$ cat config.mk
export PLATFORM = sky130hd
export DESIGN_NAME = gpio_banked_ctrl
export DESIGN_NICKNAME = d
export VERILOG_FILES = /design/src/rtl/gpio_banked_pkg.sv /design/src/rtl/gpio_insync.sv /design/src/rtl/gpio_regmap.sv /design/src/rtl/gpio_bank.sv /design/src/rtl/gpio_banked_ctrl.sv
export SDC_FILE = /design/constraint.sdc
export NUM_CORES = 2
export LEC_CHECK = 0
export BUFFER_PORTS_ARGS = -buffer_cell sky130_fd_sc_hd__buf_4
export CORE_MARGIN = 3
export CORE_UTILIZATION = 40
export CTS_BUF_LIST = sky130_fd_sc_hd__clkbuf_8
export DETAILED_ROUTE_END_ITERATION = 8
export PLACE_DENSITY = 0.65
export SLEW_MARGIN = 0
export SYNTH_ARGS = -nofsm -noshare
export SYNTH_HDL_FRONTEND = slang
export SYNTH_SLANG_ARGS = --single-unit
$ cat constraint.sdc
create_clock -name clk -period 7.93 [get_ports clk]
set_input_delay 0 -clock clk [delete_from_list [all_inputs] [get_ports clk]]
set_output_delay 0 -clock clk [all_outputs]
set_load 0.02 [all_outputs]
$ cat src/rtl/gpio_banked_pkg.sv
package gpio_banked_pkg;

    localparam int BANK_PINS = 32;

    typedef enum logic [3:0] {
        RK_LEVEL = 4'd0,
        RK_DIR   = 4'd1,
        RK_SET   = 4'd2,
        RK_CLR   = 4'd3,
        RK_RISE  = 4'd4,
        RK_FALL  = 4'd5,
        RK_STAT  = 4'd6,
        RK_MASK  = 4'd7,
        RK_NONE  = 4'd15
    } reg_kind_e;

    typedef struct packed {
        logic [BANK_PINS-1:0] outv;
        logic [BANK_PINS-1:0] dir;
        logic [BANK_PINS-1:0] rise_en;
        logic [BANK_PINS-1:0] fall_en;
        logic [BANK_PINS-1:0] stat;
        logic [BANK_PINS-1:0] emask;
    } bank_state_t;

endpackage

$ cat src/rtl/gpio_insync.sv
module gpio_insync #(
    parameter int W = 32
) (
    input  logic         clk,
    input  logic         rst_n,
    input  logic [W-1:0] raw_i,
    output logic [W-1:0] now_o,
    output logic [W-1:0] prev_o
);

    typedef struct packed {
        logic [W-1:0] meta;
        logic [W-1:0] now;
        logic [W-1:0] prev;
    } sync_state_t;

    sync_state_t st_d, st_q;

    always_comb begin
        st_d      = st_q;
        st_d.meta = raw_i;
        st_d.now  = st_q.meta;
        st_d.prev = st_q.now;
    end

    always_ff @(posedge clk) begin
        if (!rst_n) st_q <= '0;
        else        st_q <= st_d;
    end

    assign now_o  = st_q.now;
    assign prev_o = st_q.prev;

endmodule

$ cat src/rtl/gpio_regmap.sv
module gpio_regmap
    import gpio_banked_pkg::*;
#(
    parameter int NUM_BANKS = 3,
    parameter int ADDR_W    = 12,
    parameter int BANK_W    = 2
) (
    input  logic [ADDR_W-1:0] addr_i,
    output reg_kind_e         kind_o,
    output logic [BANK_W-1:0] bank_o,
    output logic              hit_o
);

    localparam int KINDS_LINEAR = 7;
    localparam int BANKS_PER_GRP = 3;
    localparam int MASK_WORD     = 39;

    int word_i;
    int grp_i;
    int sub_i;
    int slot_i;

    always_comb begin
        word_i = int'(addr_i[7:2]);
        grp_i  = int'(addr_i[ADDR_W-1:8]);
        kind_o = RK_NONE;
        sub_i  = 0;
        if (word_i < KINDS_LINEAR * BANKS_PER_GRP) begin
            kind_o = reg_kind_e'(4'(word_i / BANKS_PER_GRP));
            sub_i  = word_i % BANKS_PER_GRP;
        end else if (word_i >= MASK_WORD && word_i < MASK_WORD + BANKS_PER_GRP) begin
            kind_o = RK_MASK;
            sub_i  = word_i - MASK_WORD;
        end
        slot_i = grp_i * BANKS_PER_GRP + sub_i;
        hit_o  = (kind_o != RK_NONE) && (slot_i < NUM_BANKS);
        bank_o = hit_o ? slot_i[BANK_W-1:0] : '0;
    end

endmodule

$ cat src/rtl/gpio_bank.sv
module gpio_bank
    import gpio_banked_pkg::*;
#(
    parameter logic [BANK_PINS-1:0] INV_MASK = '0
) (
    input  logic                 clk,
    input  logic                 rst_n,
    input  logic                 wr_en,
    input  reg_kind_e            wr_kind,
    input  logic [BANK_PINS-1:0] wdata,
    input  logic [BANK_PINS-1:0] pin_now,
    input  logic [BANK_PINS-1:0] pin_prev,
    output logic [BANK_PINS-1:0] out_o,
    output logic [BANK_PINS-1:0] oe_o,
    output logic [BANK_PINS-1:0] dir_o,
    output logic [BANK_PINS-1:0] rise_o,
    output logic [BANK_PINS-1:0] fall_o,
    output logic [BANK_PINS-1:0] stat_o,
    output logic [BANK_PINS-1:0] emask_o
);

    bank_state_t st_d, st_q;
    logic [BANK_PINS-1:0] edge_ev;

    always_comb begin
        edge_ev = (pin_now & ~pin_prev & st_q.rise_en)
                | (~pin_now & pin_prev & st_q.fall_en);
        st_d = st_q;
        if (wr_en) begin
            case (wr_kind)
                RK_DIR:  st_d.dir     = wdata;
                RK_SET:  st_d.outv    = st_q.outv | wdata;
                RK_CLR:  st_d.outv    = st_q.outv & ~wdata;
                RK_RISE: st_d.rise_en = wdata;
                RK_FALL: st_d.fall_en = wdata;
                RK_STAT: st_d.stat    = st_q.stat & ~wdata;
                RK_MASK: st_d.emask   = wdata;
                default: ;
            endcase
        end
        st_d.stat = st_d.stat | edge_ev;
    end

    always_ff @(posedge clk) begin
        if (!rst_n) st_q <= '0;
        else        st_q <= st_d;
    end

    assign out_o   = st_q.outv;
    assign oe_o    = st_q.dir ^ INV_MASK;
    assign dir_o   = st_q.dir;
    assign rise_o  = st_q.rise_en;
    assign fall_o  = st_q.fall_en;
    assign stat_o  = st_q.stat;
    assign emask_o = st_q.emask;

    assert_edge_capture_R6: assert property (@(posedge clk) disable iff (!rst_n)
        (edge_ev != '0) |=> ((stat_o & $past(edge_ev)) == $past(edge_ev)));

    assert_no_spurious_status_R6: assert property (@(posedge clk) disable iff (!rst_n)
        1'b1 |=> ((stat_o & ~$past(stat_o) & ~$past(edge_ev)) == '0));

    assert_w1c_clears_R7: assert property (@(posedge clk) disable iff (!rst_n)
        (wr_en && wr_kind == RK_STAT) |=>
            ((stat_o & $past(wdata) & ~$past(edge_ev)) == '0));

    assert_edge_beats_clear_R8: assert property (@(posedge clk) disable iff (!rst_n)
        (wr_en && wr_kind == RK_STAT && (wdata & edge_ev) != '0) |=>
            ((stat_o & $past(wdata & edge_ev)) == $past(wdata & edge_ev)));

    assert_set_raises_R3: assert property (@(posedge clk) disable iff (!rst_n)
        (wr_en && wr_kind == RK_SET) |=> ((out_o & $past(wdata)) == $past(wdata)));

    assert_clr_lowers_R3: assert property (@(posedge clk) disable iff (!rst_n)
        (wr_en && wr_kind == RK_CLR) |=> ((out_o & $past(wdata)) == '0));

endmodule

$ cat src/rtl/gpio_banked_ctrl.sv
module gpio_banked_ctrl
    import gpio_banked_pkg::*;
#(
    parameter int NUM_BANKS = 3,
    parameter int ADDR_W    = 12,
    parameter logic [NUM_BANKS*32-1:0] DIR_INV =
        {{(NUM_BANKS*32-4){1'b0}}, 4'hF} << 40
) (
    input  logic                    clk,
    input  logic                    rst_n,
    input  logic [ADDR_W-1:0]       reg_addr,
    input  logic                    reg_we,
    input  logic [31:0]             reg_wdata,
    output logic [31:0]             reg_rdata,
    input  logic [NUM_BANKS*32-1:0] pin_in,
    output logic [NUM_BANKS*32-1:0] pin_out,
    output logic [NUM_BANKS*32-1:0] pin_oe,
    output logic                    irq_pin0,
    output logic                    irq_pin1,
    output logic                    irq_any
);

    localparam int PINS   = NUM_BANKS * BANK_PINS;
    localparam int BANK_W = (NUM_BANKS > 1) ? $clog2(NUM_BANKS) : 1;

    logic [PINS-1:0] pin_now, pin_prev, masked_all;
    reg_kind_e       dec_kind;
    logic [BANK_W-1:0] dec_bank;
    logic            dec_hit;

    logic [BANK_PINS-1:0] dir_a   [NUM_BANKS];
    logic [BANK_PINS-1:0] out_a   [NUM_BANKS];
    logic [BANK_PINS-1:0] rise_a  [NUM_BANKS];
    logic [BANK_PINS-1:0] fall_a  [NUM_BANKS];
    logic [BANK_PINS-1:0] stat_a  [NUM_BANKS];
    logic [BANK_PINS-1:0] emask_a [NUM_BANKS];

    gpio_insync #(.W(PINS)) u_sync (
        .clk    (clk),
        .rst_n  (rst_n),
        .raw_i  (pin_in),
        .now_o  (pin_now),
        .prev_o (pin_prev)
    );

    gpio_regmap #(.NUM_BANKS(NUM_BANKS), .ADDR_W(ADDR_W), .BANK_W(BANK_W)) u_map (
        .addr_i (reg_addr),
        .kind_o (dec_kind),
        .bank_o (dec_bank),
        .hit_o  (dec_hit)
    );

    for (genvar b = 0; b < NUM_BANKS; b++) begin : g_bank
        logic bank_wr;
        assign bank_wr = reg_we && dec_hit && (dec_bank == BANK_W'(b));

        gpio_bank #(.INV_MASK(DIR_INV[b*BANK_PINS +: BANK_PINS])) u_bank (
            .clk      (clk),
            .rst_n    (rst_n),
            .wr_en    (bank_wr),
            .wr_kind  (dec_kind),
            .wdata    (reg_wdata),
            .pin_now  (pin_now[b*BANK_PINS +: BANK_PINS]),
            .pin_prev (pin_prev[b*BANK_PINS +: BANK_PINS]),
            .out_o    (out_a[b]),
            .oe_o     (pin_oe[b*BANK_PINS +: BANK_PINS]),
            .dir_o    (dir_a[b]),
            .rise_o   (rise_a[b]),
            .fall_o   (fall_a[b]),
            .stat_o   (stat_a[b]),
            .emask_o  (emask_a[b])
        );

        assign pin_out[b*BANK_PINS +: BANK_PINS]    = out_a[b];
        assign masked_all[b*BANK_PINS +: BANK_PINS] = stat_a[b] & emask_a[b];
    end

    typedef struct packed {
        logic [31:0] rdata;
    } rd_state_t;

    rd_state_t rd_d, rd_q;

    always_comb begin
        rd_d = '0;
        if (dec_hit) begin
            case (dec_kind)
                RK_LEVEL: rd_d.rdata = pin_now[int'(dec_bank)*BANK_PINS +: BANK_PINS];
                RK_DIR:   rd_d.rdata = dir_a[dec_bank];
                RK_SET,
                RK_CLR:   rd_d.rdata = out_a[dec_bank];
                RK_RISE:  rd_d.rdata = rise_a[dec_bank];
                RK_FALL:  rd_d.rdata = fall_a[dec_bank];
                RK_STAT:  rd_d.rdata = stat_a[dec_bank];
                RK_MASK:  rd_d.rdata = emask_a[dec_bank];
                default:  rd_d.rdata = '0;
            endcase
        end
    end

    always_ff @(posedge clk) begin
        if (!rst_n) rd_q <= '0;
        else        rd_q <= rd_d;
    end

    assign reg_rdata = rd_q.rdata;
    assign irq_pin0  = masked_all[0];
    assign irq_pin1  = masked_all[1];
    assign irq_any   = |masked_all;

    assert_unmapped_reads_zero_R2: assert property (@(posedge clk) disable iff (!rst_n)
        !dec_hit |=> (reg_rdata == '0));

    assert_stray_write_ignored_R2: assert property (@(posedge clk) disable iff (!rst_n)
        (reg_we && !dec_hit) |=> ($stable(pin_out) && $stable(pin_oe)));

    assert_reset_quiet_R10: assert property (@(posedge clk)
        $past(!rst_n) |-> (pin_out == '0 && pin_oe == DIR_INV && !irq_any));

endmodule

Word-level counts from Yosys, hierarchy flattened
Cells that the tools add are included.
Widths: inputs -> output; s select.
{"block": "word_totals", "ff_bits": 896, "in_bits": 143, "output_inout_bits": 227, "word_cells": 145}
{"block": "classes", "n_addsub": 2, "n_mul": 1, "div": 2, "magnitude_cmp": 5, "n_eq_ne": 10, "shifts": 1, "muxes": 36, "bitwise_logic": 39, "n_reduce_logical": 27}
{"cell": "$and 32x32->32", "count": 21}
{"cell": "$mux 32", "count": 20}
{"cell": "$bmux 32 s2", "count": 6}
{"cell": "$or 32x32->32", "count": 9}
{"cell": "$not 32->32", "count": 7}
{"cell": "$pmux 32 s7", "count": 1}
{"cell": "$mux 64", "count": 3}
{"cell": "$pmux 32 s2", "count": 3}
{"cell": "$reduce_or 96->1", "count": 1}
{"cell": "$shiftx 96x8->32", "count": 1}
{"cell": "$add 32x32->32", "count": 1}
{"cell": "$div 7x3->32 const B", "count": 1}
{"cell": "$lt 32x3->1 const B", "count": 1}
{"cell": "$mod 7x3->32 const B", "count": 1}
{"cell": "$reduce_and 2->1", "count": 16}
{"cell": "$eq 4x3->1 const B", "count": 4}
{"cell": "$eq 4x2->1 const B", "count": 2}
{"cell": "$mux 4", "count": 2}
{"cell": "$sub 6x6->7 const B", "count": 1}
{"cell": "$ge 6x6->1 const B", "count": 1}
{"cell": "$logic_and 1x1->1", "count": 6}
{"cell": "$lt 6x5->1 const B", "count": 1}
{"cell": "$lt 6x6->1 const B", "count": 1}
{"cell": "$mul 4x2->6 const B", "count": 1}
{"cell": "other kinds (12)", "count": 12}

Longest topological paths before layout
{"block": "depth", "depth_word": 13, "mapped_depth": 36}

By module
From an unflattened synthesis, not the netlist that was laid out.
{"block": "hier_totals", "hier_cells": 4565, "area_unflattened_um2": 41685.0}
{"module": "gpio_bank at g_bank[0].u_bank ...", "instances": 2, "cells_per_inst": 832, "area_each_um2": 7810.0}
{"module": "gpio_insync", "instances": 1, "cells_per_inst": 703, "area_each_um2": 8440.6}
{"module": "gpio_banked_ctrl", "instances": 1, "cells_per_inst": 1094, "area_each_um2": 7940.1}
{"module": "gpio_bank at g_bank[1].u_bank", "instances": 1, "cells_per_inst": 832, "area_each_um2": 7795.0}
{"module": "gpio_regmap", "instances": 1, "cells_per_inst": 272, "area_each_um2": 1889.3}

Least setup slack after synthesis
No wires, ideal clock.
{"block": "synth_timing", "path_kind": "input -> register", "startpoint": "input port reg_addr[6]", "endpoint": "register rd_q, in the netlist reg_rdata[5]", "setup_time_ps": 132, "arrival_ps": 7289, "slack_ps": 509, "stages": 33, "cell_sequence": "buf_2 clkbuf_1 clkbuf_1 ha_1 nand4bb_1 and3_1 o311ai_2 ha_1 a2111o_1 o21ai_0 and2_1 ha_1 o32a_2 a31o_4 nor2_1 clkbuf_1 buf_2 buf_1 mux2i_1 o21ai_0 fa_1 a211o_1 a211o_1 o211a_1 o211a_1 and3_1 clkbuf_1 o21ai_1 nor2_1 a211o_1 a211o_1 nor4b_1 a21oi_1"}
{"block": "synth_via", "elab_chain_len": 13, "elab_cells_between_ends": 47}
{"item": "from (decl)", "line": "gpio_banked_ctrl.sv:11", "source": "input logic [ADDR_W-1:0] reg_addr,"}
{"item": "branches (longest 13 deep; another with $mod 7x3->32)"}
{"item": "to (signal assigned)", "line": "gpio_banked_ctrl.sv:103", "source": "else rd_q <= rd_d;"}
{"item": "to (decl)", "line": "gpio_banked_ctrl.sv:82", "source": "rd_state_t rd_d, rd_q;"}
Parallel ways; which one is timed is not known. The select of a mux whose other input is x is not followed.
A chain may end at the register's enable or synchronous reset.

Final worst setup path
{"block": "layout_timing", "startpoint": "input port reg_addr[7]", "endpoint": "register g_bank[1].u_bank.st_q, in the netlist g_bank[1].u_bank.dir_o[21]"}
{"block": "layout_via", "elab_chain_len": 11, "elab_cells_between_ends": 21}
{"item": "branches (longest 10 deep; another with $mod 7x3->32)"}
{"item": "$reduce_and 2->1 (no source line) (*)"}
{"item": "to (signal assigned)", "line": "gpio_bank.sv:46", "source": "else st_q <= st_d;"}
{"item": "to (decl)", "line": "gpio_bank.sv:22", "source": "bank_state_t st_d, st_q;"}
Mark *: on every way between the ends.

==> reports/metrics.cfg <==
[status]
outcome = finished with violations
violations = design-rule violations

[clocking]
cts_tree = done
hold_buffers = 271
clk_root_buffer_cell = clkbuf_8
post-cts-setup-buffers = 0
worst_skew_pair.late_latency_ns = 0.84
cts_resized = 0
cts_max_level = 4
clk_pin_slew_ns = 0.07
numCtsBuffers = 154
clk_path_buf_depth = 3
cts_sinks = 896

[cells_and_area]
utilization_pct = 50.1
final_cell_mix = nand2_1 (1068), dfxtp_1 (896), buf_4 (528)
final_common_cell = nand2_1
stdcell_area_mm2 = 0.0494
drive_gt1_share_pct = 14.9
nets = 5416
area.growth.synth_to_final_pct = 23.8

[floorplan]
initial_core_util_pct = 40.4
die-width_um = 322
die_h_um = 322
coreArea_mm2 = 0.0987
pin_count = 370
die_area_mm2 = 0.104
rows = 115

[placement]
place_area_mm2 = 0.0437
place_congestion = 1.02
dp_hpwl_um = 127000
placement.io_buffers = 367

[sta]
setup_viol = 0
final_max_slew_viol_count = 0
finalCritPeriodShare_pct = 89.9
relSlewSlack_pct = 19.1
rsz0062_at_grt = false
worst_pin_slew_ns = 1.21
period_minus_slack_ns = 7.13
setup_tns_ns = 0
hold_viol = 0
clock_skew_ns = 0.0259
max_freq_mhz = 140

[grt]
overflow = 0
antenna_found_initial = 8
grt_pass1_wl_um = 266000
grt_start_max_net_pins = 153
grt_usage_pct = 35.2
grt_pass1_vias = 37700

[logic_synthesis]
synth.area.top_cells = dfxtp_1 (45%), nand2_1 (10%), a21boi_0 (6.0%)
synth.largest_area_cell = dfxtp_1
ys_seq_area_share_pct = 44.9
netlist-cell-type-count = 84
syn_nets = 4902
synth-seq-cells = 896
synth_area_mm2 = 0.0399
async_flop_share_pct = 0
yosys_warnings = 0
synth-main-ff-cell = dfxtp_1
syn_inst = 4739
synth.top_cell.area_share_pct = 44.9
synth_edf_count = 0
syn_avg_cell_area_um2 = 8.42

[critical_path]
slowest_stage = o21ai_1
worstRegToRegCells = 5
r2r_slack_ns = 6.05
arrival_ns = 7.92
crit_path_start_kind = input pin
worstPathRequired_ns = 8.72
slowest_delay_ns = 0.87
r2r-end = reg_rdata[4]
path_class = input pin to flip-flop
worstSetupEndpointType = flip-flop
cp.depth = 28
cp_num_buf_inv = 3
cp_top_family = compound AO/OA/AOI/OAI gates
crit_fanout = 25

[drt]
drtAntennaViolNets = 0
finalWirelength_um = 189000
dr.first_iter.drc_count = 6323
drtPass1Iterations = 9
vias = 40300
routedWlPerCell_um = 28.4
drc = 7
avgViaCountPerCell = 6.06

[power]
ir_worst_vdd_mv = 0.148
leakage_uw = 0.0180
power.density_mw_per_mm2 = 200
p_total_uw = 9900

[run]
maxCapViolCount = 0

[worst_hold_path]
min_to = g_bank[1].u_bank.fall_o[20]
min_path_type = input pin to flip-flop
whs_path_depth = 4
min_from = reg_wdata[20]

-- where the power goes --
group / internal (uW) / leakage (uW) / switching [uW]
registers: 4570 / 0.00726 / 52.8
logic: 354 / 0.00897 / 716
clock network: 2250 / 0.00178 / 1960
-- worst max path at each step --
stage,endpoint,startpoint,slack [ns]
after detailed placement,reg_rdata[2],reg_addr[7],0.53
after CTS,g_bank[1].u_bank.dir_o[21],reg_addr[7],1.05
after global routing,g_bank[1].u_bank.dir_o[21],reg_addr[7],0.45
after global placement,reg_rdata[2],reg_addr[7],0.56
after floorplan,reg_rdata[5],reg_addr[6],0.51
final,g_bank[1].u_bank.dir_o[21],reg_addr[7],0.80
-- final cells by class --
type	count	area [um2]
inverter	109	409
multi-input combinational	3287	19600
sequential	896	17900
tap	1287	1610
clock inverter	85	504
antenna	7	17.5
fill	9396	49300
timing repair buffer	805	6790
clock buffer	183	2520
-- Yosys cell counts, drive strengths merged, types with 18 or more instances --
master	n
nand4	20
nor4	40
a222oi	87
a211oi	26
ha	18
o21ai	141
a22oi	100
a21oi	56
and2	298
buf	187
nor2	160
nand2	1070
a221oi	42
nand3	59
and3	39
nor2b	98
a31oi	146
nor3	91
inv	109
clkbuf	260
a22o	49
a21boi	490
mux2i	103
dfxtp	896
-- kinds of logic after synthesis --
logic type,synth area share (%)
compound gates,23.0
xor+xnor,0.198
buf+inv,6.41
simple gates,22.2
flops,44.9
fa+ha+maj,0.665
mux,2.58
-- routing by layer --
| layer | vias up | GRT usage [%] | part of all wire (%) |
|---|---|---|---|
| li1 | 17500 | - | - |
| met2 | 3068 | 50.6 | 41 |
| met5 | - | 0.139 | 0.0042 |
| met3 | 721 | 11.6 | 14 |
| met1 | 19100 | 44.6 | 38 |
| met4 | 2 | 24.3 | 8.0 |
-- worst min-delay path, cell delays in order --
cell and delay (ns):
dlygate4sd3_1 0.53, buf_4 0.20, nand2_1 0.07, a21boi_0 0.06
-- stage by stage --
stage	worst slack, ns	cells	hold slack (ns)
2_1_floorplan	0.509	4739	0.127
3_3_place_gp	0.560	6113	0.211
3_5_place_dp	0.534	6113	0.210
4_1_cts	1.05	6652	0.0113
5_1_grt	0.453	6653	0.0529
6_report	0.802	6659	0.0598
Power figures use the tool's default switching activity.
